[config.mk]
export PLATFORM = sky130hd
export DESIGN_NAME = dram_throttle_ctrl
export DESIGN_NICKNAME = d
export VERILOG_FILES = /design/src/rtl/thr_pkg.sv /design/src/rtl/thr_cfg_regs.sv /design/src/rtl/thr_event_counters.sv /design/src/rtl/thr_estimator.sv /design/src/rtl/thr_window_gen.sv /design/src/rtl/dram_throttle_ctrl.sv
export SDC_FILE = /design/constraint.sdc
export NUM_CORES = 2
export LEC_CHECK = 0
export BUFFER_PORTS_ARGS = -buffer_cell sky130_fd_sc_hd__buf_2
export CORE_ASPECT_RATIO = 0.6
export CORE_MARGIN = 2
export CORE_UTILIZATION = 65
export DETAILED_ROUTE_END_ITERATION = 10
export GPL_TIMING_DRIVEN = 0
export PLACE_DENSITY = 0.82
export SETUP_SLACK_MARGIN = 0.4
export SYNTH_ARGS = -nofsm -noshare
export SYNTH_HDL_FRONTEND = slang
export SYNTH_SLANG_ARGS = --single-unit
export TNS_END_PERCENT = 5
[constraint.sdc]
create_clock -name clk -period 8.87 [get_ports clk]
set_clock_uncertainty 0.1 [all_clocks]
set_input_delay 0.4435 -clock clk [delete_from_list [all_inputs] [get_ports clk]]
set_output_delay 0.4435 -clock clk [all_outputs]
set_load 0.01 [all_outputs]
[src/rtl/thr_pkg.sv]
package thr_pkg;

   // number of estimator terms: bias, power target, reads, writes, conflicts
   localparam int NUM_TERMS = 5;
   // number of counted scheduler events
   localparam int NUM_EV    = 3;

   // configuration register selector; order defines the term index
   typedef enum logic [2:0] {
      CFG_BIAS    = 3'd0,
      CFG_K_PWR   = 3'd1,
      CFG_K_RD    = 3'd2,
      CFG_K_WR    = 3'd3,
      CFG_K_CONF  = 3'd4,
      CFG_TARGET  = 3'd5
   } cfg_sel_e;

   // event slot positions inside the counter bank
   localparam int EV_RD = 0;
   localparam int EV_WR = 1;
   localparam int EV_CF = 2;

   // first estimator term fed by an event count
   localparam int TERM_EV0 = 2;

endpackage

[src/rtl/thr_cfg_regs.sv]
module thr_cfg_regs
   import thr_pkg::*;
#(
   parameter int COEF_W = 16,
   parameter int PWR_W  = 16
) (
   input  logic                                 clk,
   input  logic                                 rst_n,
   input  logic                                 we,
   input  logic [2:0]                           addr,
   input  logic [COEF_W-1:0]                    wdata,
   output logic [NUM_TERMS-1:0][COEF_W-1:0]     coef,
   output logic [PWR_W-1:0]                     target
);

   logic [NUM_TERMS-1:0][COEF_W-1:0] coef_q;
   logic [PWR_W-1:0]                 target_q;

   always_ff @(posedge clk or negedge rst_n) begin
      if (!rst_n) begin
         coef_q   <= '0;
         target_q <= '0;
      end else if (we) begin
         for (int i = 0; i < NUM_TERMS; i++) begin
            if (addr == 3'(i)) coef_q[i] <= wdata;
         end
         if (addr == CFG_TARGET) target_q <= wdata[PWR_W-1:0];
      end
   end

   assign coef   = coef_q;
   assign target = target_q;

endmodule

[src/rtl/thr_event_counters.sv]
module thr_event_counters
   import thr_pkg::*;
#(
   parameter int CNT_W = 20
) (
   input  logic                              clk,
   input  logic                              rst_n,
   input  logic [NUM_EV-1:0]                 ev,
   input  logic                              epoch_end,
   output logic [NUM_EV-1:0][CNT_W-1:0]      snap
);

   localparam logic [CNT_W-1:0] CNT_MAX = {CNT_W{1'b1}};

   for (genvar g = 0; g < NUM_EV; g++) begin : g_ctr
      logic [CNT_W-1:0] run_q;
      logic [CNT_W-1:0] snap_q;

      always_ff @(posedge clk or negedge rst_n) begin
         if (!rst_n) begin
            run_q  <= '0;
            snap_q <= '0;
         end else if (epoch_end) begin
            // close the epoch; an event on this cycle opens the next one
            snap_q <= run_q;
            run_q  <= ev[g] ? CNT_W'(1) : '0;
         end else if (ev[g] && run_q != CNT_MAX) begin
            run_q  <= run_q + CNT_W'(1);
         end
      end

      assign snap[g] = snap_q;
   end

endmodule

[src/rtl/thr_estimator.sv]
module thr_estimator
   import thr_pkg::*;
#(
   parameter int WINDOW_LEN = 10000,
   parameter int CNT_W      = 20,
   parameter int COEF_W     = 16,
   parameter int PWR_W      = 16,
   parameter int FRAC_W     = 8,
   parameter bit SERIAL_MAC = 1'b1,
   localparam int WIN_W     = $clog2(WINDOW_LEN + 1)
) (
   input  logic                              clk,
   input  logic                              rst_n,
   input  logic                              start,
   input  logic [NUM_TERMS-1:0][COEF_W-1:0]  coef,
   input  logic [PWR_W-1:0]                  target,
   input  logic [NUM_EV-1:0][CNT_W-1:0]      counts,
   output logic                              res_valid,
   output logic [WIN_W-1:0]                  res
);

   localparam int FEAT_W = (CNT_W > PWR_W) ? CNT_W : PWR_W;
   localparam int PROD_W = COEF_W + FEAT_W + 1;
   localparam int ACC_W  = PROD_W + $clog2(NUM_TERMS) + 1;
   localparam int HALF   = 1 << (FRAC_W - 1);
   localparam int IDX_W  = $clog2(NUM_TERMS);

   // feature vector: constant one, power target, then the event counts
   logic [NUM_TERMS-1:0][FEAT_W-1:0] feat;

   always_comb begin
      feat    = '0;
      feat[0] = FEAT_W'(1);
      feat[1] = FEAT_W'(target);
      for (int j = 0; j < NUM_EV; j++) begin
         feat[TERM_EV0 + j] = FEAT_W'(counts[j]);
      end
   end

   function automatic logic signed [PROD_W-1:0] term_prod(
      input logic [COEF_W-1:0] c,
      input logic [FEAT_W-1:0] f
   );
      logic signed [PROD_W-1:0] ce;
      logic signed [PROD_W-1:0] fe;
      ce = PROD_W'($signed(c));
      fe = $signed(PROD_W'({1'b0, f}));
      return ce * fe;
   endfunction

   function automatic logic [WIN_W-1:0] round_clamp(
      input logic signed [ACC_W-1:0] a
   );
      logic signed [ACC_W-1:0] r;
      r = a + $signed(ACC_W'(HALF));
      r = r >>> FRAC_W;
      if (r < 0)                                 return '0;
      if (r > $signed(ACC_W'(WINDOW_LEN)))       return WIN_W'(WINDOW_LEN);
      return r[WIN_W-1:0];
   endfunction

   if (SERIAL_MAC) begin : g_serial
      logic                     busy_q;
      logic                     done_q;
      logic [IDX_W-1:0]         idx_q;
      logic signed [ACC_W-1:0]  acc_q;
      logic signed [PROD_W-1:0] prod;

      assign prod = term_prod(coef[idx_q], feat[idx_q]);

      always_ff @(posedge clk or negedge rst_n) begin
         if (!rst_n) begin
            busy_q    <= 1'b0;
            done_q    <= 1'b0;
            idx_q     <= '0;
            acc_q     <= '0;
            res_valid <= 1'b0;
            res       <= '0;
         end else begin
            res_valid <= 1'b0;
            if (start) begin
               busy_q <= 1'b1;
               done_q <= 1'b0;
               idx_q  <= '0;
               acc_q  <= '0;
            end else if (busy_q) begin
               acc_q <= acc_q + ACC_W'(prod);
               if (idx_q == IDX_W'(NUM_TERMS - 1)) begin
                  busy_q <= 1'b0;
                  done_q <= 1'b1;
               end else begin
                  idx_q <= idx_q + IDX_W'(1);
               end
            end else if (done_q) begin
               done_q    <= 1'b0;
               res       <= round_clamp(acc_q);
               res_valid <= 1'b1;
            end
         end
      end
   end else begin : g_parallel
      logic                     go_q;
      logic signed [ACC_W-1:0]  sum;

      always_comb begin
         sum = '0;
         for (int i = 0; i < NUM_TERMS; i++) begin
            sum = sum + ACC_W'(term_prod(coef[i], feat[i]));
         end
      end

      always_ff @(posedge clk or negedge rst_n) begin
         if (!rst_n) begin
            go_q      <= 1'b0;
            res_valid <= 1'b0;
            res       <= '0;
         end else begin
            go_q      <= start;
            res_valid <= go_q;
            if (go_q) res <= round_clamp(sum);
         end
      end
   end

endmodule

[src/rtl/thr_window_gen.sv]
module thr_window_gen #(
   parameter int WINDOW_LEN = 10000,
   parameter int EPOCH_LEN  = 1000000,
   localparam int WIN_W     = $clog2(WINDOW_LEN + 1),
   localparam int EP_W      = $clog2(EPOCH_LEN)
) (
   input  logic             clk,
   input  logic             rst_n,
   input  logic             res_valid,
   input  logic [WIN_W-1:0] res,
   output logic             epoch_end,
   output logic             stall,
   output logic [WIN_W-1:0] t_active
);

   logic [WIN_W-1:0] win_q;
   logic [EP_W-1:0]  ep_q;
   logic [WIN_W-1:0] pend_q;
   logic             pend_v_q;
   logic             win_wrap;

   assign win_wrap  = (win_q == WIN_W'(WINDOW_LEN - 1));
   assign epoch_end = (ep_q  == EP_W'(EPOCH_LEN - 1));

   always_ff @(posedge clk or negedge rst_n) begin
      if (!rst_n) begin
         win_q    <= '0;
         ep_q     <= '0;
         pend_q   <= '0;
         pend_v_q <= 1'b0;
         t_active <= '0;
      end else begin
         win_q <= win_wrap  ? '0 : win_q + WIN_W'(1);
         ep_q  <= epoch_end ? '0 : ep_q  + EP_W'(1);

         // load only when a new window opens
         if (win_wrap && pend_v_q) t_active <= pend_q;

         if (res_valid) begin
            pend_q   <= res;
            pend_v_q <= 1'b1;
         end else if (win_wrap) begin
            pend_v_q <= 1'b0;
         end
      end
   end

   assign stall = (win_q < t_active);

endmodule

[src/rtl/dram_throttle_ctrl.sv]
module dram_throttle_ctrl
   import thr_pkg::*;
#(
   parameter int WINDOW_LEN = 10000,
   parameter int EPOCH_LEN  = 1000000,
   parameter int CNT_W      = 20,
   parameter int COEF_W     = 16,
   parameter int PWR_W      = 16,
   parameter int FRAC_W     = 8,
   parameter bit SERIAL_MAC = 1'b1,
   localparam int WIN_W     = $clog2(WINDOW_LEN + 1)
) (
   input  logic              clk,
   input  logic              rst_n,
   input  logic              cfg_we,
   input  logic [2:0]        cfg_addr,
   input  logic [COEF_W-1:0] cfg_wdata,
   input  logic              ev_read,
   input  logic              ev_write,
   input  logic              ev_conflict,
   output logic              stall,
   output logic [WIN_W-1:0]  throttle_delay
);

   // elaboration-time parameter checks
   if (WINDOW_LEN < 16) begin : g_chk_win
      $error("WINDOW_LEN must leave room for the estimator latency");
   end
   if ((EPOCH_LEN % WINDOW_LEN) != 0) begin : g_chk_ep
      $error("EPOCH_LEN must be a whole number of windows");
   end
   if (PWR_W > COEF_W) begin : g_chk_pwr
      $error("PWR_W must fit in the configuration data width");
   end
   if (FRAC_W < 1 || CNT_W < 1) begin : g_chk_w
      $error("FRAC_W and CNT_W must be positive");
   end

   logic [NUM_TERMS-1:0][COEF_W-1:0] coef;
   logic [PWR_W-1:0]                 target;
   logic [NUM_EV-1:0]                ev;
   logic [NUM_EV-1:0][CNT_W-1:0]     counts;
   logic                             epoch_end;
   logic                             res_valid;
   logic [WIN_W-1:0]                 res;

   assign ev[EV_RD] = ev_read;
   assign ev[EV_WR] = ev_write;
   assign ev[EV_CF] = ev_conflict;

   thr_cfg_regs #(
      .COEF_W (COEF_W),
      .PWR_W  (PWR_W)
   ) cfg_i (
      .clk    (clk),
      .rst_n  (rst_n),
      .we     (cfg_we),
      .addr   (cfg_addr),
      .wdata  (cfg_wdata),
      .coef   (coef),
      .target (target)
   );

   thr_event_counters #(
      .CNT_W (CNT_W)
   ) cnt_i (
      .clk       (clk),
      .rst_n     (rst_n),
      .ev        (ev),
      .epoch_end (epoch_end),
      .snap      (counts)
   );

   thr_estimator #(
      .WINDOW_LEN (WINDOW_LEN),
      .CNT_W      (CNT_W),
      .COEF_W     (COEF_W),
      .PWR_W      (PWR_W),
      .FRAC_W     (FRAC_W),
      .SERIAL_MAC (SERIAL_MAC)
   ) est_i (
      .clk       (clk),
      .rst_n     (rst_n),
      .start     (epoch_end),
      .coef      (coef),
      .target    (target),
      .counts    (counts),
      .res_valid (res_valid),
      .res       (res)
   );

   thr_window_gen #(
      .WINDOW_LEN (WINDOW_LEN),
      .EPOCH_LEN  (EPOCH_LEN)
   ) win_i (
      .clk       (clk),
      .rst_n     (rst_n),
      .res_valid (res_valid),
      .res       (res),
      .epoch_end (epoch_end),
      .stall     (stall),
      .t_active  (throttle_delay)
   );

endmodule

# Word-level counts from Yosys, hierarchy flattened
# Cells that the tools add are included.
[classes] addsub=8 multipliers=1 div_mod_pow=0 n_lt_le_gt_ge=4 eq_ne=13 n_shift=0 n_mux=44 n_bitwise=2 reduce_logical=18
[ops] cell="2-to-1 mux 20 bit" n=8
[ops] cell="2-to-1 mux 41 bit" n=2
[ops] cell="adder 20 x 1 -> 20 bit, second input constant" n=4
[ops] cell="2-to-1 mux 14 bit" n=5
[ops] cell="binary-select mux 20 bit (select 3 bit)" n=1
[ops] cell="!= test 20 bit, second input constant" n=3
[ops] cell="binary-select mux 16 bit (select 3 bit)" n=1
[ops] cell="adder 41 x 37 -> 41 bit" n=1
[ops] cell="adder 41 x 9 -> 41 bit, second input constant" n=1
[ops] cell="multiplier 16 x 21 -> 37 bit" n=1
[ops] cell="> comparator 33 x 15 -> 1 bit, second input constant" n=1
[ops] cell="less-than comparator 33 x 1 -> 1 bit, second input constant" n=1
[ops] cell="2-to-1 mux 1 bit" n=23
[ops] cell="== test 20 bit, second input constant" n=1
[ops] cell="2-to-1 mux 16 bit" n=1
[ops] cell="adder 14 x 1 -> 14 bit, second input constant" n=1
[ops] cell="== test 14 bit, second input constant" n=1
[ops] cell="less-than comparator 14 bit" n=1
[ops] cell="AND reduction 2 bit" n=7
[ops] cell="nonzero test 2 bit" n=5
[ops] cell="== test 3 bit, second input constant" n=3
[ops] cell="2-to-1 mux 3 bit" n=3
[ops] cell="== test 3 x 2 -> 1 bit, second input constant" n=2
[ops] cell="logical AND 1 bit" n=4
[ops] cell="other kinds (8)" n=9
[totals] reg_bits=340 latch_bits=0 ram_bits=0 mem_bits_ro=0 inputBits=25 output_inout_bits=15 word_cells=113 n_memories=0

# Longest topological paths before layout
[depth] word_depth=12 mapped_depth=29 depth_no_buf=26

# By module
# Synthesis repeated with hierarchy kept, for this count alone.
[unflattened] cells_unflattened=2941 hier_area_um2=28802.6
[modules_own_cells] mod="thr_estimator" n_inst=1 cells_per_inst=1998 area_per_inst_um2=16535.9 seq_area_each_um2=1526.5
[modules_own_cells] mod="thr_event_counters" n_inst=1 cells_per_inst=482 area_per_inst_um2=5585.4 seq_area_each_um2=3002.9
[modules_own_cells] mod="thr_cfg_regs" n_inst=1 cells_per_inst=208 area_per_inst_um2=3716.1 seq_area_each_um2=2402.3
[modules_own_cells] mod="thr_window_gen" n_inst=1 cells_per_inst=253 area_per_inst_um2=2965.3 seq_area_each_um2=1576.5

# Least setup slack after synthesis
# Ideal clock, no wire load.
[synth_path] kind="reg2reg" start="reg est_i.g_serial.idx_q[0]" end="reg est_i.g_serial.acc_q[38]" t_arrival_ps=7268 slack_ps=1356 stages_incl_launch_ff=28 synth_period_minus_slack_ps=7514 cell_sequence="dfrtp_1 clkbuf_1 or2_2 clkbuf_1 clkbuf_1 o22ai_1 a21boi_0 clkbuf_1 clkbuf_1 nand2_1 fa_1 inv_1 fa_1 fa_1 fa_1 fa_1 inv_1 fa_1 inv_1 ha_1 a21o_1 a21o_1 a21oi_1 o21a_1 or3b_2 o211ai_1 mux2i_1 o311ai_0"
[synth_between] elab_chain_cells=6 word_cells_on_any_way=8 cone_classes="add/sub (1); mul (1); mux (6)"
[synth_rtl] item="start, declared" line="thr_estimator.sv:65" text="logic [IDX_W-1:0] idx_q;"
[synth_rtl] item="start signal, assigned" line="thr_estimator.sv:92" text="idx_q <= idx_q + IDX_W'(1);"
[synth_rtl] item="binary-select mux 16 bit (select 3 bit) / binary-select mux 20 bit (select 3 bit) (equally long branches)" line="thr_estimator.sv:69" text="assign prod = term_prod(coef[idx_q], feat[idx_q]);"
[synth_rtl] item="2-to-1 mux 16 bit (not written as such) / 2-to-1 mux 20 bit (equally long branches)" line="thr_estimator.sv:69"
[synth_rtl] item="multiplier 16 x 21 -> 37 bit (*)" line="thr_estimator.sv:48" text="return ce * fe;"
[synth_rtl] item="adder 41 x 37 -> 41 bit (*)" line="thr_estimator.sv:87" text="acc_q <= acc_q + ACC_W'(prod);"
[synth_rtl] item="2-to-1 mux 41 bit (*)" line="thr_estimator.sv:86" text="end else if (busy_q) begin"
[synth_rtl] item="2-to-1 mux 41 bit (*)" line="thr_estimator.sv:81" text="if (start) begin"
[synth_rtl] item="end signal, assigned" line="thr_estimator.sv:87"
[synth_rtl] item="end, declared" line="thr_estimator.sv:66" text="logic signed [ACC_W-1:0] acc_q;"
# Mark *: on every way between the ends. The rest lies on a longest branch, timed or not. The select of a mux whose other input is x is not followed.
# A chain may end at the register's enable or synchronous reset.

# Final worst setup path
[layout_path] start="reg est_i.g_serial.idx_q[0]" end="reg est_i.g_serial.acc_q[40]"
# The elaborated chain is that of the path after synthesis.

==> results.md <==
* Status: complete, no violations
* WHS at 0.0286 ns
* 1st-iter DRT viols at 2620
* Width of the die at 273 µm
* GR Util All Layers at 0.373
* Synth Register Bits at 340
* Pint at 2.88 mW
* Final Total Pwr at 4.27 mW
* Post-Syn Instances at 2991
* Worst setup margin at 0.428 ns
* IO Port Bufs at 37
* Post-synthesis cell area at 0.0281 mm²
* Post-Syn Nets at 3461
* CP Max Fanout at 10
* CTS tree: yes
* Reg-to-reg slack, setup at 0.43 ns
* H-tree Lvls at 2
* Sequential-to-total area share from yosys stat at 0.302
* Wire per inst at 22.1 µm
* Fillers at 3024
* Synth top area cells: dfrtp_1, fa_1, ha_1, inv_1, nand2_1
* Hold Crit Endpoint: cnt_i.g_ctr[1].run_q[0]$_DFFE_PN0P_
* Share of layout cells above drive strength 1 at 0.114
* Kind of start point of the critical path: flop
* Reg clk slew, reported paths at 0.07 ns
* WP data required at 9.20 ns
* Area growth syn-to-layout at 9.46%
* Worst min-delay path startpoint: ev_write
* Slew HR at 0.0803
* Cell area after layout at 0.0308 mm²
* Final HPWL DP at 63.2 mm
* Syn avg cell area at 9.41 µm²
* Comb power frac at 0.223
* Clock root cell: clkbuf_16
* Post-layout min period at 8.44 ns
* Net Sw Frac at 0.325
* Post-synth EDFFs at 0
* IO Count at 40
* Routability cong. at 0.998
* Synth cell types at 76
* Critical path arrival at 8.77 ns
* DRT Pass-1 Iters at 5
* Final cell count without fillers at 3675
* Vias per inst at 6.20
* CTS Sinks at 340
* Clock network power share at 0.349
* Max IR drop VDD at 153 µV
* Largest net degree at the start of global routing at 116
* Final Hold Viols at 0
* RSZ-0062 raised after global routing: true
* DR DRC count at 0
* Nets at 3551
* Count leader, synth: inv_1
* Routed Antenna Nets at 0
* Pwr/cell area at 139 mW/mm²
* Crit Path Category: reg2reg
* Final Max Tran Viols at 0
* Yosys top cell area share at 0.302
* Worst hold-check path type: in2reg
* Max_cap viols at 0
* Total leakage power at 15.1 nW
* Fmax at 0.118 GHz
* Synth warn at 0
* Seq pwr share at 0.429
* Dpl cell area at 0.0291 mm²
* Vias in the first global route at 22700
* Global route total overflow at 0
* Post-route clock period utilization at 0.952
* Inserted Clock Buffers at 34
* Synth cell count leaders: inv_1, nand2_1, dfrtp_1
* RR Endpoint: est_i.g_serial.acc_q[40]$_DFFE_PN0P_
* Hold Crit Depth at 3
* Core Area at 0.0423 mm²
* Die area at 0.0450 mm²
* Initial core utilization at 0.665
* Post-synth ARST share at 1.00
* Number of placement rows at 58
* CTS Buffer Depth at 3
* Final count of negative-setup-slack endpoints at 0
* Worst r2r src: est_i.g_serial.idx_q[0]$_DFFE_PN0P_
* Antenna violations before repair at 2
* Main flop type after synthesis: dfrtp_1
* First-pass GRT wire length at 127 mm
* Cell accounting for the most synthesized area: dfrtp_1
* Place WS at -0.982 ns
* Psw at 1.39 mW
* Via Count at 22800
* Clk_lat worst skew at 0.57 ns
* Crit path capture type: flop
* DRT Wirelength at 81.3 mm
* Least-Margin Pin Slew at 1.38 ns
* R2R cell count at 27
* DP Cell Count at 3601
* Die height at 165 µm
-- final cells by class --
type / instances / area [µm²] / area share
tap: 570 / 713 / 0.0232
clock buffer: 48 / 953 / 0.0310
clock inverter: 11 / 159 / 0.00516
timing repair buffer: 54 / 385 / 0.0125
antenna: 1 / 2.50 / 0.0000812
inverter: 430 / 1620 / 0.0526
buffer: 120 / 569 / 0.0185
multi-input combinational: 2101 / 17900 / 0.581
sequential: 340 / 8510 / 0.276
-- routing by layer --
layer | global-route usage | vias up | wire [µm]
met2 | 0.525 | 1288 | 33700
met1 | 0.552 | 11500 | 34400
li1 | - | 9841 | -
met4 | 0.0972 | 0 | 1840
met5 | 0 | - | 0
met3 | 0.126 | 159 | 11500
-- power groups by stage --
stage / clock (mW) / sequential (mW) / combinational [mW]
3_3_place_gp: 0 / 1.84 / 0.840
3_5_place_dp: 0 / 1.85 / 0.879
6_report: 1.49 / 1.83 / 0.951
4_1_cts: 1.49 / 1.82 / 0.908
2_1_floorplan: 0 / 1.80 / 0.611
5_1_grt: 1.57 / 1.84 / 1.04
-- worst max-delay path: stages (launching register included) --
cell       delay (ns)
dfrtp_1          0.36
clkbuf_2         0.22
buf_4            0.26
buf_4            0.33
mux2i_4          0.40
o22a_1           0.18
clkbuf_2         0.34
nor2_1           0.12
fa_1             0.54
inv_1            0.05
fa_1             0.57
fa_1             0.44
fa_1             0.51
inv_1            0.06
fa_1             0.52
inv_1            0.06
fa_1             0.59
inv_1            0.06
ha_1             0.38
and3_1           0.23
o21ai_0          0.14
a21oi_2          0.36
a31oi_4          0.22
buf_4            0.20
a2111oi_2        0.57
nor2_1           0.17
mux2i_1          0.21
o2bb2ai_1        0.09
-- worst max-delay path by stage --
stage                                        start                                    to  cells past startpoint
2_1_floorplan  est_i.g_serial.idx_q[0]$_DFFE_PN0P_  est_i.g_serial.acc_q[38]$_DFFE_PN0P_                     27
6_report       est_i.g_serial.idx_q[0]$_DFFE_PN0P_  est_i.g_serial.acc_q[40]$_DFFE_PN0P_                     27
4_1_cts        est_i.g_serial.idx_q[1]$_DFFE_PN0P_  est_i.g_serial.acc_q[39]$_DFFE_PN0P_                     22
5_1_grt        est_i.g_serial.idx_q[0]$_DFFE_PN0P_  est_i.g_serial.acc_q[36]$_DFFE_PN0P_                     27
3_5_place_dp   est_i.g_serial.idx_q[0]$_DFFE_PN0P_  est_i.g_serial.acc_q[40]$_DFFE_PN0P_                     26
3_3_place_gp   est_i.g_serial.idx_q[0]$_DFFE_PN0P_  est_i.g_serial.acc_q[37]$_DFFE_PN0P_                     29
-- registers in the layout, summed over array words and instances, names as in the netlist --
register and count:
est_i.g_serial.busy_q 1, cnt_i.g_ctr.run_q 60, est_i.g_serial.done_q 1, win_i.t_active 14
est_i.res 14, cfg_i.target 16, win_i.win_q 14, est_i.g_serial.idx_q 3
win_i.pend_q 14, est_i.res_valid 1, est_i.g_serial.acc_q 41, win_i.ep_q 20
win_i.pend_v_q 1, cfg_i.coef 80, cnt_i.g_ctr.snap_q 60
-- cell families after synthesis --
logic type | Yosys count | share of synthesized area
AO/OA/AOI/OAI | 351 | 0.0829
adder cells (fa/ha/maj) | 445 | 0.274
flip-flops | 340 | 0.302
AND/OR/NAND/NOR | 1001 | 0.158
XOR/XNOR | 115 | 0.0358
buffers and inverters | 550 | 0.0739
multiplexers | 189 | 0.0729
-- cell usage in the layout (no fill, tap or decap), types with 58 or more instances in the layout --
master / count
a21oi_1: 80
clkbuf_1: 67
dfrtp_1: 340
fa_1: 287
ha_1: 158
inv_1: 428
mux2_2: 126
nand2_1: 420
nor2_1: 317
xor2_1: 58
-- metrics by stage --
| step | utilization | TNS (ns) |
|---|---|---|
| after floorplan | - | 0 |
| after global placement | 0.686 | -6.94 |
| after detailed placement | 0.689 | -9.83 |
| after CTS | 0.721 | 0 |
| after global routing | 0.728 | 0 |
| final | 0.728 | 0 |
-- timing repair --
item	CTS	global route
buffers inserted	3	10
gates cloned	0	0
resized for setup	77	92
pin swaps	1	5
hold endpoints to repair	67	0
setup endpoints to repair	26	19
hold buffers	1	0
Note: power is estimated with default switching activity, not from simulation.
